--- src/rtl/mbo_pkg.sv ---
package mbo_pkg;
  localparam int DEF_SEQ_W = 8;
  localparam int DEF_NBAR  = 4;
  localparam int DEF_NTAG  = 8;

  // true when sequence a is strictly younger than sequence b (no wrap)
  function automatic logic seq_after(input logic [31:0] a, input logic [31:0] b);
    return a > b;
  endfunction
endpackage

--- src/rtl/mbo_alloc.sv ---
module mbo_alloc #(
  parameter int NBAR = 4,
  localparam int IDX_W = (NBAR > 1) ? $clog2(NBAR) : 1,
  localparam int CNT_W = $clog2(NBAR + 1)
) (
  input  logic [NBAR-1:0]  valid_i,
  input  logic [NBAR-1:0]  predv_i,
  output logic [IDX_W-1:0] free_idx_o,
  output logic             full_o,
  output logic [IDX_W-1:0] old_idx_o,
  output logic [CNT_W-1:0] count_o
);
  always_comb begin
    free_idx_o = '0;
    old_idx_o  = '0;
    for (int i = NBAR - 1; i >= 0; i--) begin
      if (!valid_i[i]) free_idx_o = IDX_W'(i);
      if (valid_i[i] && !predv_i[i]) old_idx_o = IDX_W'(i);
    end
  end

  assign full_o  = &valid_i;
  assign count_o = CNT_W'($countones(valid_i));
endmodule

--- src/rtl/mbo_rollback.sv ---
module mbo_rollback #(
  parameter int NBAR  = 4,
  parameter int SEQ_W = 8,
  localparam int IDX_W = (NBAR > 1) ? $clog2(NBAR) : 1
) (
  input  logic [NBAR-1:0]  valid_i,
  input  logic [NBAR-1:0]  predv_i,
  input  logic [IDX_W-1:0] pred_i [NBAR],
  input  logic [SEQ_W-1:0] seq_i  [NBAR],
  input  logic             yv_i,
  input  logic [IDX_W-1:0] yidx_i,
  input  logic [SEQ_W-1:0] sq_seq_i,
  output logic [NBAR-1:0]  kill_o,
  output logic             nyv_o,
  output logic [IDX_W-1:0] nyidx_o
);
  import mbo_pkg::*;

  logic             cv;
  logic [IDX_W-1:0] cur;

  always_comb begin
    cv  = yv_i;
    cur = yidx_i;
    for (int i = 0; i < NBAR; i++) begin
      if (cv && seq_after(32'(seq_i[cur]), 32'(sq_seq_i))) begin
        if (predv_i[cur]) cur = pred_i[cur];
        else              cv  = 1'b0;
      end
    end
    nyv_o   = cv;
    nyidx_o = cur;
  end

  for (genvar k = 0; k < NBAR; k++) begin : g_kill
    assign kill_o[k] = valid_i[k] && seq_after(32'(seq_i[k]), 32'(sq_seq_i));
  end
endmodule

--- src/rtl/mem_barrier_order.sv ---
module mem_barrier_order #(
  parameter int SEQ_W = mbo_pkg::DEF_SEQ_W,
  parameter int NBAR  = mbo_pkg::DEF_NBAR,
  parameter int NTAG  = mbo_pkg::DEF_NTAG,
  localparam int TAG_W = (NTAG > 1) ? $clog2(NTAG) : 1,
  localparam int IDX_W = (NBAR > 1) ? $clog2(NBAR) : 1,
  localparam int CNT_W = $clog2(NBAR + 1)
) (
  input  logic             clk,
  input  logic             rst_n,
  input  logic             disp_valid,
  input  logic             disp_is_bar,
  input  logic             disp_is_mem,
  input  logic [SEQ_W-1:0] disp_seq,
  input  logic [TAG_W-1:0] disp_tag,
  input  logic             bar_commit,
  input  logic             st_pending,
  input  logic             squash_valid,
  input  logic [SEQ_W-1:0] squash_seq,
  output logic             bar_stall,
  output logic             op_held,
  output logic             may_commit,
  output logic             rel_valid,
  output logic [NTAG-1:0]  rel_mask,
  output logic             young_valid,
  output logic [SEQ_W-1:0] young_seq,
  output logic [CNT_W-1:0] bar_count
);
  import mbo_pkg::*;

  // barrier slots, each linked to its predecessor
  logic [NBAR-1:0]  s_valid, s_predv;
  logic [IDX_W-1:0] s_pred [NBAR];
  logic [SEQ_W-1:0] s_seq  [NBAR];
  logic [NTAG-1:0]  s_dep  [NBAR];
  logic [SEQ_W-1:0] tag_seq [NTAG];
  logic             yv;
  logic [IDX_W-1:0] yidx;

  // named internal events
  logic             commit_fire, bar_fire, mem_fire, yv_after, full;
  logic [IDX_W-1:0] free_idx, old_idx, rb_yidx;
  logic             rb_yv;
  logic [NBAR-1:0]  kill;
  logic [NTAG-1:0]  tag_young;

  mbo_alloc #(.NBAR(NBAR)) u_alloc (
    .valid_i(s_valid), .predv_i(s_predv), .free_idx_o(free_idx),
    .full_o(full), .old_idx_o(old_idx), .count_o(bar_count)
  );

  mbo_rollback #(.NBAR(NBAR), .SEQ_W(SEQ_W)) u_rollback (
    .valid_i(s_valid), .predv_i(s_predv), .pred_i(s_pred), .seq_i(s_seq),
    .yv_i(yv), .yidx_i(yidx), .sq_seq_i(squash_seq),
    .kill_o(kill), .nyv_o(rb_yv), .nyidx_o(rb_yidx)
  );

  for (genvar t = 0; t < NTAG; t++) begin : g_tag
    assign tag_young[t] = seq_after(32'(tag_seq[t]), 32'(squash_seq));
  end

  assign may_commit  = (bar_count != '0) && !st_pending;
  assign commit_fire = bar_commit && may_commit && !squash_valid;
  assign yv_after    = yv && !(commit_fire && (yidx == old_idx));
  assign bar_stall   = disp_valid && disp_is_bar && full;
  assign bar_fire    = disp_valid && disp_is_bar && !full && !squash_valid;
  assign mem_fire    = disp_valid && !disp_is_bar && disp_is_mem && !squash_valid;
  assign op_held     = mem_fire && yv_after;
  assign young_valid = yv;
  assign young_seq   = s_seq[yidx];

  always_ff @(posedge clk) begin
    if (!rst_n) begin
      s_valid   <= '0;
      s_predv   <= '0;
      yv        <= 1'b0;
      yidx      <= '0;
      rel_valid <= 1'b0;
      rel_mask  <= '0;
      for (int k = 0; k < NBAR; k++) begin
        s_pred[k] <= '0;
        s_seq[k]  <= '0;
        s_dep[k]  <= '0;
      end
      for (int t = 0; t < NTAG; t++) tag_seq[t] <= '0;
    end else begin
      rel_valid <= commit_fire;
      rel_mask  <= commit_fire ? s_dep[old_idx] : '0;
      if (squash_valid) begin
        for (int k = 0; k < NBAR; k++) begin
          if (kill[k]) begin
            s_valid[k] <= 1'b0;
            s_dep[k]   <= '0;
          end else begin
            s_dep[k]   <= s_dep[k] & ~tag_young;
          end
        end
        yv   <= rb_yv;
        yidx <= rb_yidx;
      end else begin
        if (commit_fire) begin
          s_valid[old_idx] <= 1'b0;
          s_dep[old_idx]   <= '0;
          for (int k = 0; k < NBAR; k++)
            if (s_valid[k] && s_predv[k] && (s_pred[k] == old_idx)) s_predv[k] <= 1'b0;
          if (yidx == old_idx) yv <= 1'b0;
        end
        if (mem_fire) begin
          tag_seq[disp_tag] <= disp_seq;
          if (yv_after) s_dep[yidx][disp_tag] <= 1'b1;
        end
        if (bar_fire) begin
          s_valid[free_idx] <= 1'b1;
          s_seq[free_idx]   <= disp_seq;
          s_predv[free_idx] <= yv_after;
          s_pred[free_idx]  <= yidx;
          s_dep[free_idx]   <= '0;
          yv                <= 1'b1;
          yidx              <= free_idx;
        end
      end
    end
  end
endmodule

--- config.mk ---
export PLATFORM = sky130hd
export DESIGN_NAME = mem_barrier_order
export DESIGN_NICKNAME = d
export VERILOG_FILES = /design/src/rtl/mbo_pkg.sv /design/src/rtl/mbo_alloc.sv /design/src/rtl/mbo_rollback.sv /design/src/rtl/mem_barrier_order.sv
export SDC_FILE = /design/constraint.sdc
export NUM_CORES = 1
export LEC_CHECK = 0
export BUFFER_PORTS_ARGS = -buffer_cell sky130_fd_sc_hd__clkbuf_2
export CAP_MARGIN = 5
export CORE_AREA = 3 3 145 147
export DETAILED_ROUTE_END_ITERATION = 10
export DIE_AREA = 0 0 148 150
export PLACE_DENSITY = 0.76
export SETUP_SLACK_MARGIN = 0.2
export SYNTH_ARGS = -nofsm -noshare
export SYNTH_HDL_FRONTEND = slang
export SYNTH_SLANG_ARGS = --single-unit
--- constraint.sdc ---
create_clock -name clk -period 31.5 [get_ports clk]
set_input_delay 3.15 -clock clk [delete_from_list [all_inputs] [get_ports clk]]
set_output_delay 3.15 -clock clk [all_outputs]
set_load 0.1 [all_outputs]
# Yosys cells after proc, flatten, opt, wreduce, memory -nomap -nowiden
# Memories as Yosys holds them, arrays and structs flattened. A register that Yosys moved wholly into a read port is not among the register bits.
# Cells that the tools add are included.
# W data, S select, Z words.
# classes
reduce_logical,59
order_cmp,32
div_mod_pow,0
eq_ne,9
n_bitwise,22
n_shift,0
addsub,3
mux,162
mul,0
# ops
op,count
$mux W8,24
$gt A8 B8 Y1,16
$mux W1,78
$bmux W8 S2,4
$mux W2,30
$logic_and A1 B1 Y1,37
$mux W4,9
$and A8 B8 Y8,4
$bwmux W32,1
$reduce_or A8 Y1,4
$lt A2 B3 Y1 const B,6
$bmux W2 S2,4
$demux W8 S2,1
$ge A3 B3 Y1 const B,5
$not A2 Y3,5
$eq A2 B2 Y1,5
$logic_not A1 Y1,10
$reduce_bool A3 Y1,3
$bmux W1 S2,4
$bwmux W8,1
$ne A2 B1 Y1 const B,4
$not A8 Y8,1
$or A1 B1 Y1,8
$reduce_and A2 Y1,3
17 further kinds,20
# totals
output_inout_bits,24
in_bits,27
word_cells,305
reg_bits,52
romBits,0
memories,2
latchBits,0
ramBits,96
# mem_list
name,depth,word_bits,rd,rd_clocked_by_memory_dff,write_ports,line,rtl
tag_seq,8,8,8,0,8,mem_barrier_order.sv:36,logic [SEQ_W-1:0] tag_seq [NTAG];
s_dep,4,8,5,1,4,mem_barrier_order.sv:35,logic [NTAG-1:0] s_dep [NBAR];

# Longest topological paths before layout
# Gate-level depths: netlist of the first run.
# logic_depth
depth_word,29
depth_mapped,57
ltp_nobuf,48

# By module
# From an unflattened synthesis of the first run, not the netlist that was laid out.
# hier_totals
cells_unflattened,1176
area_unflattened_um2,11801.3
# modules_own_cells
module,seq_area_each_um2,area_per_inst_um2,instances,cells_per_inst
mem_barrier_order,4083.9,8420.6,1,784
mbo_rollback,0.0,3240.6,1,373
mbo_alloc,0.0,140.1,1,19

# Worst setup path after synthesis of the first run
# OpenSTA, ideal clock, no wires.
# synth_path
kind,input port to flip-flop
start,input squash_seq[3]
end,register yidx[1]
arrival_time_ns,12.067
setup_time_ns,0.120
n_path_buf,6
slack_ns,19.313
path_stages,51
t_required_ns,31.380
cell_sequence,inv_1 ha_1 and4_1 nand3b_1 a21oi_2 a21oi_2 nor2_2 buf_2 buf_1 mux2i_1 a21oi_1 ha_1 nand2_1 o21ai_0 mux2i_1 a21oi_1 nand2_1 a21o_1 [... 15 more ...] a21oi_2 mux2_4 buf_6 mux2_2 nand2_1 o21ai_1 ha_1 nor2b_1 o21a_1 o21ai_0 nand2b_1 a21oi_1 o21ai_0 o21ai_0 nor3b_1 and2_1 nor3b_1 o31a_1
# synth_via
elab_chain_cells,25
word_cells_on_any_way,48
cone_classes,order compare: 4; mux: 37; bitwise: 3; reduce/logical: 4
# synth_rtl
element,line,rtl
start: declaration,mem_barrier_order.sv:19,"input logic [SEQ_W-1:0] squash_seq,"
$gt A8 B8 Y1,mbo_pkg.sv:8,return a > b;
$logic_and A1 B1 Y1,mbo_rollback.sv:26,"if (cv && seq_after(32'(seq_i[cur]), 32'(sq_seq_i))) begin"
$mux W2,mbo_rollback.sv:26,
$not A2 Y3 (implied by the code),"mbo_rollback.sv:26, mbo_rollback.sv:27",
$bmux W8 S2,mbo_rollback.sv:26,
$mux W8 (implied by the code) (2 in series),mbo_rollback.sv:26,
$gt A8 B8 Y1,mbo_pkg.sv:8,
$logic_and A1 B1 Y1,mbo_rollback.sv:26,
[... 7 more ...],-,
$mux W2,mbo_rollback.sv:26,
$not A2 Y3 (implied by the code),"mbo_rollback.sv:26, mbo_rollback.sv:27",
$bmux W8 S2,mbo_rollback.sv:26,
$mux W8 (implied by the code) (2 in series),mbo_rollback.sv:26,
$gt A8 B8 Y1,mbo_pkg.sv:8,
$logic_and A1 B1 Y1,mbo_rollback.sv:26,
$mux W2 (*),mbo_rollback.sv:26,
$mux W2 (*),mem_barrier_order.sv:89,if (squash_valid) begin
end signal: assignment,mem_barrier_order.sv:99,yidx <= rb_yidx;
end signal: assignment,mem_barrier_order.sv:119,yidx <= free_idx;
end: declaration,mem_barrier_order.sv:38,logic [IDX_W-1:0] yidx;
# Mark *: on every way between the ends. The rest lies on a longest branch, timed or not. The select of a mux whose other input is x is not followed.
# A chain may end at the register's enable or synchronous reset.

# Worst setup path in the final report of the first run
# layout_path
start,input squash_seq[1]
end,register yidx[0]
# The elaborated chain is that of the path after synthesis.

==> qor.csv, run 1 <==
stage,metric,value,unit
cts,root_buffer,clkbuf_16,
logic_synthesis,ys.flop_type,edfxtp_1,
timing,setup_viol,0,
run_status,status,completed,
critical_path,end_kind,flip-flop,
cts,numClockSinks,156,
logic_synthesis,syn-cell-area,11400,sq um
critical_path,critPathLaunchType,primary input,
routing,drc,0,
routing,dr.pass1.iters,6,
logic_synthesis,ys_ff_latch,156,
global_route,grt_max_degree,48,
global_route,grt-ovfl-total,0,
routing,wl_per_cell,21.1,um
logic_synthesis,synth_edf_count,96,
place,dp_slack,18.70,ns
cts,tritoncts,yes,
final_layout,areaGrowthSynthToFinish,8.33,%
critical_path,r2r_start,yidx[1],
critical_path,critPathArrivalTime,12.82,ns
floorplan,core-area,20000,sq um
logic_synthesis,yosysWarningCount,0,
hold_path,hold_depth,2,
cts,worstSkewPairLatency,0.44,ns
critical_path,rr_endpoint,yidx[0],
timing,setup_tns,0,ns
place,io_buffers,50,
final_layout,num_antenna_cells,0,
timing,clock_skew,0.0117,ns
logic_synthesis,yosysTopAreaCellShare,25.2,%
hold_path,min_from,s_pred[5],
routing,ant_nets,0,
global_route,first_global_vias,9254,
run,maxCapViolations,0,
critical_path,ff2ff_setup_slack,21.04,ns
critical_path,crit_slowest_cell,inv_1,
logic_synthesis,syn_area_per_cell,9.46,sq um
timing,max_freq,80.1,MHz
timing,fin_crit_sh,39.6,%
timing,rsz0062_at_grt,false,
power,power.leakage,5.29,nW
global_route,grt_usage,28.9,%
final_layout,drive_above_1_share,10.2,%
logic_synthesis,ys_seq_area_share,35.7,%
routing,wirelength,31900,um
final_layout,nets,1389,
global_route,grt_pass1_wl,50100,um
critical_path,path_common_cell,a21oi_1,
cts,clockBufferDepth,2,
logic_synthesis,synth_nets,1371,
critical_path,required,31.84,ns
cts,hold_buffers,0,
critical_path,critical_path.max_stage_delay,0.65,ns
logic_synthesis,synthTopCellsByArea,"edfxtp_1 25%, ha_1 15%, dfxtp_1 11%, mux2i_1 5.3%, a21oi_1 4.1%",
global_route,antenna_found_initial,0,
floorplan,start_util,57.0,%
cts,ctsResizeCount,0,
cts,clkTransAtPathRegs,0.07,ns
floorplan,dieArea,22200,sq um
place,place.gp.congestion,0.926,
power,power,496,uW
timing,worst_slack,19.02,ns
critical_path,path_class,in -> reg,
logic_synthesis,synthArstFlopShare,0,%
power,power_density,40.0,nW/um^2
timing,tightest_slew,1.23,ns
timing,min_period,12.48,ns
timing,drv_slew,0,
power,peakVddDrop,0.0383,mV
final_layout,utilization,61.8,%
cts,htreeDepth,4,
critical_path,path_max_fanout,22,
timing,whs,0.492,ns
floorplan,io_pins,51,
cts,cts_made_buffers,17,
hold_path,min_path_type,reg -> reg,
routing,routed_via_density,6.49,
hold_path,min_to,s_pred[5],
logic_synthesis,synth_top_cell_by_area,edfxtp_1,
routing,drt_iter0_drc,1045,
timing,maxSlewHeadroom,17.9,%
floorplan,dieHeight,150,um
floorplan,die_w,148,um
floorplan,fp-row-count,52,
critical_path,reg2reg_depth,46,
logic_synthesis,synth_cell_type_count,65,
cts,post-cts-setup-buffers,0,
timing,finalHoldViolCount,0,
routing,vias,9799,
logic_synthesis,synthCells,1209,
place,post-dp-hpwl,22100,um
routing by layer:
layer  vias to the layer above  routed length [um]  global-route usage, %  part of all wire (%)
met5                         -                   0                      0                     0
met4                         0                 856                   10.1                   2.7
met3                        76                2600                   5.27                   8.1
met2                       488               14700                   46.5                    46
met1                      4670               13700                   39.5                    43
li1                       4565                   -                      -                     -
worst max path at each step:
stage / startpoint / end / slack [ns] / cells after the start
after floorplan: squash_seq[3] / yidx[1] / 19.31 / 51
after global placement: squash_seq[3] / yidx[1] / 19.11 / 48
after detailed placement: squash_seq[3] / yidx[1] / 18.70 / 48
after CTS: squash_seq[3] / yidx[0] / 19.10 / 47
after global routing: squash_seq[1] / yidx[0] / 18.11 / 47
final: squash_seq[1] / yidx[0] / 19.02 / 47
final cells by class:
| type | instances | area, sq um |
|---|---|---|
| multi-input combinational | 951 | 6940 |
| clock buffer | 19 | 433 |
| clock inverter | 13 | 108 |
| inverter | 40 | 153 |
| timing repair buffer | 61 | 333 |
| fill | 1729 | 7650 |
| sequential | 156 | 4080 |
| tap | 270 | 338 |
cells in the mapped netlist, drive strengths merged (19+ instances only):
cell	n
mux2i	61
inv	40
and3	47
ha	134
a21oi	96
dfxtp	60
a32o	24
edfxtp	96
a21o	23
nor2	79
nand3	41
a22oi	19
nand2	89
o21ai	93
nand2b	23
clkbuf	45
nor2b	30
and2	39
per-stage QoR:
step	std cells	cell area [sq um]
2_1_floorplan	1209	11400
3_3_place_gp	1477	11800
3_5_place_dp	1477	11800
4_1_cts	1509	12400
5_1_grt	1510	12400
6_report	1510	12400
cell usage in the layout, fill, tap and decap left out, drive strengths merged, types with 4 or more instances in the layout:
master,Yosys,final
inv,40,47
ha,134,134
clkbuf,45,69
mux2,17,17
nand3b,5,5
a21o,23,23
nor2,79,79
o21ai,93,93
nand2b,23,23
o211ai,4,4
a32o,24,24
xor2,5,5
o31ai,4,4
mux2i,61,61
xnor2,5,5
edfxtp,96,96
a31oi,11,11
and2,39,39
o21a,11,11
nand3,41,41
a22oi,19,19
a211oi,13,13
dfxtp,60,60
mux4,13,13
a21oi,96,96
nor3,9,9
and3,47,47
buf,17,11
nand2,89,89
nand4,18,18
nor2b,30,30
a21boi,4,4
cell families after synthesis:
group	after synthesis	share of synthesized area [%]
compound gates	321	17.8
xor+xnor	10	0.766
fa+ha+maj	135	14.8
buf+inv	102	3.64
flops	156	35.7
mux	91	9.64
simple gates	394	17.6
critical path, delay by kind of cell:
family,cells,cell delay [ns]
AO/OA/AOI/OAI,23,3.94
adder cells (fa/ha/maj),4,1.33
buffers and inverters,3,1.00
multiplexers,4,1.29
AND/OR/NAND/NOR,13,2.10
sequential cells by signal, summed over array words and instances, names as in the netlist:
| register | cells |
|---|---|
| yidx | 2 |
| rel_valid | 1 |
| young_valid | 1 |
| s_dep | 32 |
| tag_seq | 64 |
| s_predv | 4 |
| s_pred | 8 |
| s_seq | 32 |
| s_valid | 4 |
| rel_mask | 8 |
where the power goes:
part	total, mW	switching (mW)	leakage, nW	internal (mW)
Combinational	0.0713	0.0471	3.58	0.0242
Clock	0.195	0.0924	0.259	0.103
Sequential	0.229	0.00478	1.45	0.225
Total	0.496	0.144	5.29	0.352
Power figures use the tool's default switching activity.
==> run 2, diff against run 1 <==
CORE_AREA = 3 3 146 148   (was 3 3 145 147)
DIE_AREA = 0 0 149 151   (was 0 0 148 150)
PLACE_DENSITY = 0.78   (was 0.76)
clock period = 10 ns   (was 31.5 ns; I/O delays follow)
==> run 2 against run 1 <==
  * Combinational power grew to 3.4 times the previous value
  * Die area rose by 1.3%
  * Via count rose by 4.0%
  * Largest power group unchanged
==> qor.csv, run 2 (same netlist as run 1, synthesis figures left out) <==
stage,metric,value,unit
place,io_buffers,50,
critical_path,critical_path.top_delay_family,compound AO/OA/AOI/OAI gates,
power,power.leakage,5.55,nW
timing,fin_crit_sh,92.2,%
timing,finalHoldViolCount,0,
cts,cts_made_buffers,17,
place,post-dp-hpwl,23900,um
floorplan,dieHeight,151,um
floorplan,core-area,20200,sq um
global_route,first_global_vias,9383,
final_layout,layout_commonest_cell,ha_1,
final_layout,final_cell_mix,"134 x ha_1, 96 x edfxtp_1, 92 x a21oi_1, 87 x nand2_1, 80 x o21ai_0",
timing,tightest_slew,1.28,ns
cts,clkTransAtPathRegs,0.06,ns
timing,max_freq,108,MHz
critical_path,cp.buffers_inverters,2,
critical_path,critPathArrivalTime,9.54,ns
floorplan,dieArea,22500,sq um
floorplan,io_pins,51,
timing,whs,0.517,ns
critical_path,crit_slowest_cell,mux4_2,
routing,wirelength,34400,um
run,maxCapViolations,0,
critical_path,path_class,reg -> reg,
hold_path,min_path_type,reg -> reg,
cts,numClockSinks,156,
critical_path,reg2reg_depth,48,
routing,ant_nets,0,
timing,clock_skew,0.00860,ns
critical_path,path_depth,48,
routing,dr.pass1.iters,7,
global_route,grt_max_degree,48,
cts,worstSkewPairLatency,0.43,ns
final_layout,nets,1437,
routing,drc,0,
timing,setup_tns,0,ns
critical_path,critPathLaunchType,flip-flop,
cts,hold_buffers,0,
global_route,antenna_found_initial,0,
floorplan,die_w,149,um
cts,htreeDepth,4,
global_route,grt_pass1_wl,51700,um
final_layout,largest_reg_flops,64,
critical_path,end_kind,flip-flop,
floorplan,start_util,56.7,%
timing,rsz0062_at_grt,false,
timing,maxSlewHeadroom,14.3,%
cts,clockBufferDepth,2,
run_status,status,completed,
final_layout,areaGrowthSynthToFinish,12.6,%
hold_path,hold_depth,2,
routing,routed_via_density,6.54,
final_layout,design_area,12900,sq um
final_layout,drive_above_1_share,14.1,%
final_layout,finalNonFillerCells,1558,
place,dpl-instance-area,12100,sq um
global_route,gr-usage-met2,48.7,%
critical_path,path_common_cell,a21oi_1,
timing,drv_slew,0,
global_route,use_met3,5.72,%
timing,setup_viol,0,
critical_path,path_max_fanout,11,
final_layout,largest_register,tag_seq,
critical_path,critical_path.max_stage_delay,0.53,ns
place,dpl.cell_count,1513,
global_route,busiest_layer,met2,
routing,wl_per_cell,22.1,um
floorplan,fp-row-count,52,
timing,min_period,9.22,ns
critical_path,required,10.32,ns
final_layout,num_antenna_cells,0,
global_route,grt_usage,29.8,%
global_route,grtUsageMet1,39.2,%
final_layout,reg.largest.list,"tag_seq x64, s_dep x32, s_seq x32",
routing,vias,10200,
power,peakVddDrop,0.143,mV
cts,root_buffer,clkbuf_16,
routing,drt_iter0_drc,1160,
power,power_density,123,nW/um^2
power,power,1.58,mW
global_route,grt-ovfl-total,0,
place,place.gp.congestion,1.00,
cts,tritoncts,yes,
run 2: cell count changes in the layout (fill, tap and decap cells not counted), moves of 2 or more:
cell / before / now
o21ai_0: 83 / 80
buf_6: 0 / 2
clkinv_1: 0 / 4
a21oi_4: 0 / 2
buf_4: 11 / 53
nor2_4: 0 / 3
bufinv_16: 0 / 2
inv_8: 2 / 0
inv_6: 5 / 1
o21ai_2: 0 / 2
run 2: per-stage QoR:
step | utilization [%] | setup slack, ns
6_report | 63.8 | 0.781
5_1_grt | 63.8 | 0.151
4_1_cts | 62.8 | 0.202
3_5_place_dp | 60.0 | -0.266
3_3_place_gp | 60.0 | 0.0910
2_1_floorplan | - | 0.211
run 2: path summary, 6_finish.rpt:
kind         startpoint        end  slack (ns)
min reg2reg   s_pred[5]  s_pred[5]        0.52
max reg2reg     yidx[0]    yidx[0]        0.78
min           s_pred[5]  s_pred[5]        0.52
max             yidx[0]    yidx[0]        0.78
run 2: layer usage:
metal	wire (um)	share of wire (%)
met5	0	0
met4	1280	3.7
met3	3620	11
met2	16100	47
met1	13400	39
run 2: layout make-up:
| class | count | area (sq um) |
|---|---|---|
| well taps | 270 | 338 |
| clock buffers | 19 | 433 |
| inverters | 40 | 153 |
| fillers | 1650 | 7300 |
| flip-flops and latches | 156 | 4090 |
| multi-input cells | 954 | 7050 |
| clock inverters | 13 | 125 |
| repair buffers | 106 | 678 |
run 2: what timing repair did:
action / CTS / global route
setup buffers: 0 / 10
cloned: 0 / 3
gates resized for setup: 2 / 24
setup endpoints to repair: 3 / 3
pin swaps: 1 / 5
run 2: tightest hold or removal path, stage by stage, from the launching register on:
cell,delay [ns]
dfxtp_1,0.34
nand2_1,0.07
a21oi_1,0.06
run 2: report_power, final:
| part | switching [mW] | internal [mW] | total (mW) |
|---|---|---|---|
| clock | 0.258 | 0.363 | 0.621 |
| sequential | 0.0142 | 0.708 | 0.722 |
| combinational | 0.157 | 0.0832 | 0.240 |
| total | 0.429 | 1.15 | 1.58 |
